===== config.mk =====
export PLATFORM = sky130hd
export DESIGN_NAME = clkmode_ctrl
export DESIGN_NICKNAME = d
export VERILOG_FILES = /design/src/rtl/clkmode_pkg.sv /design/src/rtl/clkmode_reg.sv /design/src/rtl/clkmode_pll.sv /design/src/rtl/clkmode_div.sv /design/src/rtl/clkmode_ctrl.sv
export SDC_FILE = /design/constraint.sdc
export NUM_CORES = 1
export LEC_CHECK = 0
export BUFFER_PORTS_ARGS = -buffer_cell sky130_fd_sc_hd__buf_4
export CAP_MARGIN = 20
export CORE_MARGIN = 5
export CORE_UTILIZATION = 53
export DETAILED_ROUTE_END_ITERATION = 16
export PLACE_DENSITY = 0.82
export SLEW_MARGIN = 20
export SYNTH_ARGS = -nofsm -noshare
export SYNTH_HDL_FRONTEND = slang
export SYNTH_HIERARCHICAL = 1
export SYNTH_SLANG_ARGS = --single-unit

===== constraint.sdc =====
create_clock -name clk -period 5.1 [get_ports clk]
set_input_delay 1.02 -clock clk [delete_from_list [all_inputs] [get_ports clk]]
set_output_delay 1.02 -clock clk [all_outputs]
set_load 0.02 [all_outputs]

===== src/rtl/clkmode_pkg.sv =====
package clkmode_pkg;

    typedef enum logic [2:0] {
        PS_OFF      = 3'd0,
        PS_STARTUP  = 3'd1,
        PS_LOCKING  = 3'd2,
        PS_SETTLING = 3'd3,
        PS_READY    = 3'd4
    } pll_state_e;

    localparam int          CTL_SLOW_BIT = 0;
    localparam int          CTL_MCO_BIT  = 1;
    localparam logic [7:0]  CTL_RW_MASK  = 8'h03;

endpackage


===== src/rtl/clkmode_reg.sv =====
module clkmode_reg #(
    parameter int              ADDR_W   = 4,
    parameter logic [ADDR_W-1:0] REG_ADDR = '0
) (
    input  logic              clk,
    input  logic              rst_n,
    input  logic              bus_wr,
    input  logic [ADDR_W-1:0] bus_addr,
    input  logic [7:0]        bus_wdata,
    output logic [7:0]        bus_rdata,
    output logic              slow_req,
    output logic              mco_en
);
    import clkmode_pkg::*;

    logic [7:0] ctrl_q;
    logic       hit;

    assign hit = (bus_addr == REG_ADDR);

    always_ff @(posedge clk or negedge rst_n) begin
        if (!rst_n) begin
            ctrl_q <= 8'h00;
        end else if (bus_wr && hit) begin
            ctrl_q <= bus_wdata & CTL_RW_MASK;
        end
    end

    always_comb begin
        bus_rdata = hit ? ctrl_q : 8'h00;
    end

    assign slow_req = ctrl_q[CTL_SLOW_BIT];
    assign mco_en   = ctrl_q[CTL_MCO_BIT];

    // a write to another address must not touch the register
    a_r2_other_addr_ignored: assert property (@(posedge clk) disable iff (!rst_n)
        (bus_wr && !hit) |=> $stable(ctrl_q));

endmodule


===== src/rtl/clkmode_pll.sv =====
module clkmode_pll #(
    parameter int STARTUP_CYC = 16,
    parameter int LOCK_CYC    = 24,
    parameter int STAB_CYC    = 40
) (
    input  logic clk,
    input  logic rst_n,
    input  logic halt_i,
    input  logic wake_i,
    output logic clk_run_o,
    output logic locked_o,
    output logic settled_o
);
    import clkmode_pkg::*;

    localparam int MAX_A = (STARTUP_CYC > LOCK_CYC) ? STARTUP_CYC : LOCK_CYC;
    localparam int MAX_C = (MAX_A > STAB_CYC) ? MAX_A : STAB_CYC;
    localparam int CNT_W = $clog2(MAX_C + 1);
    localparam logic [CNT_W-1:0] START_LAST = CNT_W'(STARTUP_CYC - 1);
    localparam logic [CNT_W-1:0] LOCK_LAST  = CNT_W'(LOCK_CYC - 1);
    localparam logic [CNT_W-1:0] STAB_LAST  = CNT_W'(STAB_CYC - 1);

    pll_state_e       state, nxt;
    logic [CNT_W-1:0] cnt;

    always_comb begin
        nxt = state;
        if (halt_i) begin
            nxt = PS_OFF;
        end else begin
            unique case (state)
                PS_OFF:      if (wake_i)            nxt = PS_STARTUP;
                PS_STARTUP:  if (cnt == START_LAST) nxt = PS_LOCKING;
                PS_LOCKING:  if (cnt == LOCK_LAST)  nxt = PS_SETTLING;
                PS_SETTLING: if (cnt == STAB_LAST)  nxt = PS_READY;
                PS_READY:    nxt = PS_READY;
                default:     nxt = PS_OFF;
            endcase
        end
    end

    always_ff @(posedge clk or negedge rst_n) begin
        if (!rst_n) begin
            state <= PS_STARTUP;
            cnt   <= '0;
        end else begin
            state <= nxt;
            if (nxt != state || nxt == PS_OFF || nxt == PS_READY) begin
                cnt <= '0;
            end else begin
                cnt <= cnt + 1'b1;
            end
        end
    end

    always_comb begin
        clk_run_o = 1'b0;
        locked_o  = 1'b0;
        settled_o = 1'b0;
        unique case (state)
            PS_OFF, PS_STARTUP: ;
            PS_LOCKING:  clk_run_o = 1'b1;
            PS_SETTLING: begin clk_run_o = 1'b1; locked_o = 1'b1; end
            PS_READY:    begin clk_run_o = 1'b1; locked_o = 1'b1; settled_o = 1'b1; end
            default: ;
        endcase
    end

    // halt drops lock and clock on the next edge
    a_r10_halt_clears: assert property (@(posedge clk) disable iff (!rst_n)
        halt_i |=> (!locked_o && !clk_run_o && !settled_o));
    // accepted wake starts the silent start-up window
    a_r11_wake_restarts: assert property (@(posedge clk) disable iff (!rst_n)
        (state == PS_OFF && wake_i && !halt_i) |=> (state == PS_STARTUP && !clk_run_o));
    // lock only ever follows a running clock
    a_r9_lock_after_run: assert property (@(posedge clk) disable iff (!rst_n)
        $rose(locked_o) |-> $past(clk_run_o));
    // settled only ever follows lock
    a_r9_settle_after_lock: assert property (@(posedge clk) disable iff (!rst_n)
        $rose(settled_o) |-> $past(locked_o));

endmodule


===== src/rtl/clkmode_div.sv =====
module clkmode_div #(
    parameter int DIV = 32
) (
    input  logic clk,
    input  logic rst_n,
    input  logic run,
    input  logic slow_req,
    output logic cpu_ce
);
    localparam int              CW   = $clog2(DIV);
    localparam logic [CW-1:0]   LAST = CW'(DIV - 1);

    logic [CW-1:0] cnt;
    logic          slow_act;
    logic          at_edge;

    assign at_edge = (cnt == LAST);

    always_ff @(posedge clk or negedge rst_n) begin
        if (!rst_n) begin
            cnt      <= '0;
            slow_act <= 1'b0;
        end else if (!run) begin
            cnt      <= '0;
            slow_act <= slow_req;
        end else begin
            cnt <= cnt + 1'b1;
            if (at_edge) begin
                slow_act <= slow_req;
            end
        end
    end

    always_comb begin
        cpu_ce = run && (!slow_act || at_edge);
    end

    // no two pulses in a row while slow mode stays active
    a_r5_slow_spacing: assert property (@(posedge clk) disable iff (!rst_n)
        (cpu_ce && slow_act) |=> (!cpu_ce || !slow_act));
    // the active mode only changes at a boundary or while stopped
    a_r6_switch_boundary: assert property (@(posedge clk) disable iff (!rst_n)
        (slow_act != $past(slow_act)) |-> ($past(at_edge) || !$past(run)));

endmodule


===== src/rtl/clkmode_ctrl.sv =====
module clkmode_ctrl #(
    parameter int                ADDR_W      = 4,
    parameter logic [ADDR_W-1:0] REG_ADDR    = '0,
    parameter int                SLOW_DIV    = 32,
    parameter int                STARTUP_CYC = 16,
    parameter int                LOCK_CYC    = 24,
    parameter int                STAB_CYC    = 40
) (
    input  logic              clk,
    input  logic              rst_n,
    input  logic              halt_i,
    input  logic              wake_i,
    input  logic              bus_wr,
    input  logic [ADDR_W-1:0] bus_addr,
    input  logic [7:0]        bus_wdata,
    output logic [7:0]        bus_rdata,
    input  logic              gpio_out,
    output logic              cpu_ce,
    output logic              pin_sel,
    output logic              pin_out,
    output logic              pll_locked,
    output logic              pll_settled
);
    logic slow_req, mco_en, pll_run, mco_q;

    clkmode_reg #(.ADDR_W(ADDR_W), .REG_ADDR(REG_ADDR)) u_reg (
        .clk(clk), .rst_n(rst_n), .bus_wr(bus_wr), .bus_addr(bus_addr),
        .bus_wdata(bus_wdata), .bus_rdata(bus_rdata),
        .slow_req(slow_req), .mco_en(mco_en)
    );

    clkmode_pll #(.STARTUP_CYC(STARTUP_CYC), .LOCK_CYC(LOCK_CYC), .STAB_CYC(STAB_CYC)) u_pll (
        .clk(clk), .rst_n(rst_n), .halt_i(halt_i), .wake_i(wake_i),
        .clk_run_o(pll_run), .locked_o(pll_locked), .settled_o(pll_settled)
    );

    clkmode_div #(.DIV(SLOW_DIV)) u_div (
        .clk(clk), .rst_n(rst_n), .run(pll_run), .slow_req(slow_req), .cpu_ce(cpu_ce)
    );

    always_ff @(posedge clk or negedge rst_n) begin
        if (!rst_n) begin
            mco_q <= 1'b0;
        end else if (pll_run && mco_en) begin
            mco_q <= ~mco_q;
        end else begin
            mco_q <= 1'b0;
        end
    end

    assign pin_sel = mco_en;
    assign pin_out = mco_en ? mco_q : gpio_out;

    // the driven clock output inverts every running cycle
    a_r7_mco_toggle: assert property (@(posedge clk) disable iff (!rst_n)
        (pin_sel && $past(pin_sel && pll_run)) |-> (pin_out != $past(pin_out)));
    // no CPU enable while the PLL clock is stopped
    a_r4_ce_needs_run: assert property (@(posedge clk) disable iff (!rst_n)
        !pll_run |-> !cpu_ce);

endmodule


==> summary.md, run 1 <==
| Metric | Value |
|---|---|
| Commonest register cell after synthesis | `dfrtp_1` |
| Via density | `5.25` |
| First-pass GRT wire length | `2.90 mm` |
| Clock root buffer | `clkbuf_4` |
| Hold Violations, Final | `0` |
| Peak VDD IR | `0.000167 V` |
| H-tree levels | `1` |
| Critical path peak fanout | `9` |
| Ys async rst share | `100%` |
| Unrepaired setup endpoints after global routing | `no` |
| Initial DRC count | `8` |
| Dpl cells | `136` |
| Post-synth top cells | `dfrtp_1, nor2_1, buf_4, nand2_1` |
| Total track usage | `14.0%` |
| Startpoint Class | `flip-flop` |
| Port bufs | `18` |
| DRT Pass-1 Iters | `4` |
| Multi-input logic area | `515 sq um` |
| Synthesized cell area | `0.00102 sq mm` |
| Die Span X | `53.8 microns` |
| Final min period | `2.92 ns` |
| WP data arrival | `1.90 ns` |
| Post-DRT Antenna Nets | `0` |
| IO Count | `31` |
| Synth area leaders | `dfrtp_1, buf_4, ha_1` |
| Slew Limit Fails | `0` |
| Most numerous cell in the Yosys netlist | `dfrtp_1` |
| Die area | `0.00289 sq mm` |
| Yosys cell types | `40` |
| Routed WL per cell | `13.1 microns` |
| Antenna cells | `0` |
| CP Class | `reg -> out` |
| Syn-to-layout area delta | `15.3%` |
| Worst Path Required | `4.08 ns` |
| Clock Latency Late Sink | `0.29 ns` |
| Mean post-synth cell area | `10.7 sq um` |
| Synth top area share | `41.9%` |
| Largest net degree at the start of global routing | `19` |
| Fillers | `152` |
| Max-Cap Viols | `0` |
| DRC viols | `0` |
| GR Overflow Total | `0` |
| Critical path, cell by cell | `nor3b_1 > nand2b_1 > a21boi_0 > buf_4` |
| Post-CTS Resized | `0` |
| Core Region | `0.00178 sq mm` |
| Fmax | `343 MHz` |
| Setup crit end kind | `primary output` |
| CTS tree | `yes` |
| Register area share after synthesis | `44.5%` |
| Area leader, netlist | `dfrtp_1` |
| Seq cells post-synth | `18` |
| Initial antenna violation count | `0` |
| Max stage delay on crit path | `0.48 ns` |
| WHS | `0.463 ns` |
| CTS Hold Bufs | `0` |
| Cts bufs inserted | `3` |
| Longest Clk Path Bufs | `2` |
| Vias in the first global route | `664` |
| Placer Congestion | `0.868` |
| Final period util | `57.2%` |
| Run status | `completed` |
| PD cells | `227 mW/mm^2` |
| YS warnings | `6` |
| Final Skew | `0.00529 ns` |
| Layout Cells excl Fill | `140` |
| Row cnt | `15` |
| Placed cell area | `0.00114 sq mm` |
| Nets | `137` |
| Clock-pin transition on the worst setup and hold timing paths | `0.09 ns` |
| Reg area | `452 sq um` |
| HP Class | `reg -> reg` |
| Final setup violation count | `0` |
| Number of flops mapped to enable cells by yosys | `0` |
| Setup TNS | `0 ns` |
| DP HPWL | `1.42 mm` |
| Layout cells sized above 1 | `29.6%` |
| Clk sinks | `18` |
| Die Span Y | `53.8 microns` |
| Overall routed net length | `1.84 mm` |
| CP Buf/Inv Count | `1` |
| Final Util | `65.7%` |
| Setup Buffers After CTS | `0` |
| Slowest-stage cell, CP | `dfrtp_1` |
| Leak | `0.555 nW` |
| Vias post-DR | `735` |
| Initial core utilization | `57.0%` |
| Final Instance Area | `0.00117 sq mm` |
| CP top delay family | `simple AND/OR/NAND/NOR gates` |
| Cells after synthesis | `95` |
## cell families after synthesis
logic type	Yosys count	share of synthesized area, %
and+or+nand+nor	41	23.9
DFF	18	44.5
AOI/OAI and AO/OA	12	10.5
buffers and inverters	10	6.65
xor gates and xnor gates	5	4.31
muxes	5	6.16
adders and majority gates	3	3.69
other	1	0.369
## cells in the final DEF, fill, tap and decap left out, types with 2 or more instances in the layout
cell type and n:
xor2_1 2, conb_1 6, ha_1 3, dfrtp_1 17, mux2_4 2, inv_1 3, buf_4 18, nand2_1 6
a21oi_1 2, mux2_2 2, and2_1 3, nor2b_1 3, clkbuf_4 3, nand2b_1 4, xnor2_1 3, and2_2 2
nand3_1 4, nor2_1 9
## path summary, 6_finish.rpt
| path | from | endpoint | slack, ns | cells after the start |
|---|---|---|---|---|
| worst max-delay path | u_pll/state[1] | cpu_ce | 2.18 | 4 |
| worst min-delay path | u_pll/cnt[0] | u_pll/cnt[0] | 0.46 | 1 |
| worst max register to register | u_pll/cnt[5] | u_pll/cnt[3] | 3.33 | 4 |
| worst min register to register | u_pll/cnt[0] | u_pll/cnt[0] | 0.46 | 1 |
| max in group asynchronous | rst_n | u_pll/state[0] | 4.27 | 1 |
| min in group asynchronous | rst_n | u_reg/ctrl_q[0] | 0.57 | 1 |
## metal layers
layer | routed length (microns) | track usage, % | vias up | part of all wire, %
met5 | 0 | 0 | - | 0
met4 | 12 | 5.53 | 0 | 0.65
met3 | 84 | 3.60 | 2 | 4.6
met2 | 940 | 22.2 | 18 | 51
met1 | 803 | 18.2 | 357 | 44
li1 | - | - | 358 | -
## sequential cells by signal, indices dropped and copies added (netlist names)
signal,flops
u_pll/cnt,6
u_div/slow_act,1
mco_q,1
u_pll/state,3
u_div/cnt,5
u_reg/ctrl_q,2
## final cells by class
type	instances	area share, %
inverter	3	0.962
clock buffer	4	2.24
timing repair buffer	18	11.5
sequential	18	38.6
multi-input combinational	72	44.0
tap	25	2.67
## where the power goes
group	leakage, nW	internal (W)	switching, W
Combinational	0.298	0.0000192	0.0000183
Sequential	0.242	0.000150	0.00000654
Clock	0.0150	0.0000304	0.0000418
## worst register-to-register path, stage by stage (launching register included)
cell,delay [ns]
dfrtp_1,0.48
or4b_1,0.53
a211o_1,0.30
a31oi_4,0.27
nor2_1,0.09
## through the flow
step | setup slack [ns] | power [W]
after floorplan | 2.09 | 0.000182
after global placement | 2.33 | 0.000196
after detailed placement | 2.29 | 0.000197
after CTS | 2.18 | 0.000270
after global routing | 1.98 | 0.000282
final | 2.18 | 0.000266
(Power assumes the default switching activity.)
==> run 2: changes to the inputs <==
--- a/config.mk
+++ b/config.mk
@@ -8,9 +8,9 @@
 export BUFFER_PORTS_ARGS = -buffer_cell sky130_fd_sc_hd__buf_4
 export CAP_MARGIN = 20
 export CORE_MARGIN = 5
-export CORE_UTILIZATION = 53
+export CORE_UTILIZATION = 45
 export DETAILED_ROUTE_END_ITERATION = 16
-export PLACE_DENSITY = 0.82
+export PLACE_DENSITY = 0.74
 export SLEW_MARGIN = 20
 export SYNTH_ARGS = -nofsm -noshare
 export SYNTH_HDL_FRONTEND = slang
==> constraint.sdc (replaced) <==
create_clock -name clk -period 2.54 [get_ports clk]
set_input_delay 0.508 -clock clk [delete_from_list [all_inputs] [get_ports clk]]
set_output_delay 0.508 -clock clk [all_outputs]
set_load 0.02 [all_outputs]
==> run 2 against run 1 <==
Net effect:
- hold slack worse by 0.40 ns
- design area is 0.96% higher
- combinational power is 99% higher
- critical endpoint unchanged
==> summary.md, run 2 (same netlist as run 1, synthesis figures left out) <==
| Metric | Value |
|---|---|
| Vias in the first global route | `657 (-1.1%)` |
| Multi-input logic area | `515 sq um (unchanged)` |
| Switching pwr | `0.000133 W (+100%)` |
| DRT Pass-1 Iters | `4 (unchanged)` |
| Row cnt | `17 (+2)` |
| Nets | `138 (+0.73%)` |
| Net Sw Frac | `25.0% (-0.12 points)` |
| PD cells | `451 mW/mm^2 (+99%)` |
| Cts bufs inserted | `3 (unchanged)` |
| First-pass GRT wire length | `2.88 mm (-0.69%)` |
| Overall routed net length | `1.78 mm (-3.3%)` |
| Most frequent cells in the layout | `buf_4, dfrtp_1, nor2_1` |
| Max reg flops | `6 (unchanged)` |
| CTS tree | `yes` |
| Antenna cells | `0 (unchanged)` |
| CTS Hold Bufs | `0 (unchanged)` |
| Overall Power | `0.000533 W (+100%)` |
| Startpoint Class | `flip-flop` |
| Hold Violations, Final | `0 (unchanged)` |
| Final period util | `89.9%` |
| Longest Clk Path Bufs | `2 (unchanged)` |
| WP data arrival | `1.78 ns (-0.12 ns)` |
| Clk sinks | `18 (unchanged)` |
| Initial DRC count | `20 (+12)` |
| Final worst slack | `0.256 ns (-1.93 ns)` |
| Clock power share | `27.1% (about the same)` |
| H-tree levels | `1 (unchanged)` |
| Final Skew | `0.00895 ns (+0.00366 ns)` |
| Initial core utilization | `46.4% (-11 points)` |
| Unrepaired setup endpoints after global routing | `no` |
| Post-Place Setup Slack | `0.582 ns (-1.71 ns)` |
| Run status | `completed` |
| Routed WL per cell | `12.4 microns (-5.9%)` |
| DP HPWL | `1.32 mm (-6.9%)` |
| Regs by FF count | `u_pll/cnt x6, u_div/cnt x5, u_pll/state x3` |
| Die Span Y | `57.5 microns (+6.9%)` |
| Critical path peak fanout | `9 (unchanged)` |
| Clock Latency Late Sink | `0.29 ns (about the same)` |
| HP Class | `in -> async` |
| Comb power frac | `14.0% (about the same)` |
| Most common cell after layout, fill and taps aside | `buf_4` |
| Slew Limit Fails | `0 (unchanged)` |
| Layout cells sized above 1 | `30.2% (+0.61 points)` |
| Placer Congestion | `0.771 (-11%)` |
| Largest net degree at the start of global routing | `19 (unchanged)` |
| Biggest register | `u_pll/cnt` |
| Fillers | `202 (+33%)` |
| Cell Int Power | `0.000400 W (+100%)` |
| Die Span X | `57.5 microns (+6.9%)` |
| Die area | `0.00331 sq mm (+14%)` |
| IO Count | `31 (unchanged)` |
| Final min period | `2.28 ns` |
| Peak VDD IR | `0.000314 V (+87%)` |
| Core Region | `0.00219 sq mm (+23%)` |
| Sequential share of power | `59.0% (+0.2 points)` |
| Port bufs | `18 (unchanged)` |
| Final setup violation count | `0 (unchanged)` |
| Setup Buffers After CTS | `0 (unchanged)` |
| Setup crit end kind | `primary output` |
| Clock root buffer | `clkbuf_4` |
| DRC viols | `0 (unchanged)` |
| Initial antenna violation count | `0 (unchanged)` |
| Setup TNS | `0 ns (unchanged)` |
| Max-Cap Viols | `0 (unchanged)` |
| Vias post-DR | `740 (+0.68%)` |
| Total track usage | `11.1% (-2.9 points)` |
| Post-DRT Antenna Nets | `0 (unchanged)` |
| Via density | `5.14 (-2.1%)` |
| Post-CTS Resized | `0 (unchanged)` |
| Clock-pin transition on the worst setup and hold timing paths | `0.10 ns (about the same)` |
| Syn-to-layout area delta | `16.4%` |
| Worst Path Required | `2.03 ns (-2.05 ns)` |
| GR Overflow Total | `0 (unchanged)` |
| Final Util | `54.0% (-12 points)` |
| Leak | `0.561 nW (+0.98%)` |
| WHS | `0.0628 ns (-0.400 ns)` |
| Fmax | `438 MHz` |
| Reg area | `452 sq um (unchanged)` |
| CP Class | `reg -> out` |
==> run 2: changes by cell type in the layout (fill, tap and decap cells not counted) <==
cell   delta
buf_4     +1
==> run 2: layout make-up <==
type	count	share of cell area (%)
well taps	28	2.96
flip-flops and latches	18	38.2
inverters	3	0.952
multi-input cells	72	43.6
repair buffers	19	12.1
clock buffers	4	2.22
==> run 2: path summary, 6_finish.rpt <==
check                          startpoint        endpoint  slack [ns]  cells past startpoint
max                        u_pll/state[1]          cpu_ce        0.26                      5
min reg2reg                  u_div/cnt[0]    u_div/cnt[0]        0.46                      1
min in group clk                   halt_i  u_pll/state[2]        0.40                      2
max reg2reg                  u_pll/cnt[5]    u_pll/cnt[2]        0.80                      4
min                                 rst_n    u_div/cnt[0]        0.06                      1
max in group asynchronous           rst_n  u_pll/state[0]        2.22                      1
==> run 2: power groups by stage <==
| stage | Clock (W) | Sequential (W) | Combinational, W |
|---|---|---|---|
| after floorplan | 0 | 0.000321 | 0.0000452 |
| after global placement | 0 | 0.000319 | 0.0000744 |
| after detailed placement | 0 | 0.000321 | 0.0000757 |
| after CTS | 0.000154 | 0.000315 | 0.0000760 |
| after global routing | 0.000168 | 0.000317 | 0.0000802 |
| final | 0.000144 | 0.000315 | 0.0000745 |
==> run 2: metrics by stage <==
step / cell area [sq um] / instances
after floorplan: 1030 / 100
after global placement: 1160 / 140
after detailed placement: 1160 / 140
after CTS: 1180 / 144
after global routing: 1180 / 144
final: 1180 / 144
==> run 2: routing by layer <==
metal / track usage (%) / vias up / part of all wire (%)
met3: 4.98 / 2 / 8.5
met2: 17.9 / 27 / 49
met1: 13.8 / 352 / 42
met5: 0 / - / 0
met4: 1.99 / 0 / 0.73
li1: - / 359 / -
==> run 2: critical path, cell delays in order (launching register included) <==
cell and delay (ns):
dfrtp_1 0.48, nor3b_1 0.21, buf_4 0.16, nand2b_1 0.26, a21boi_0 0.21, buf_4 0.16
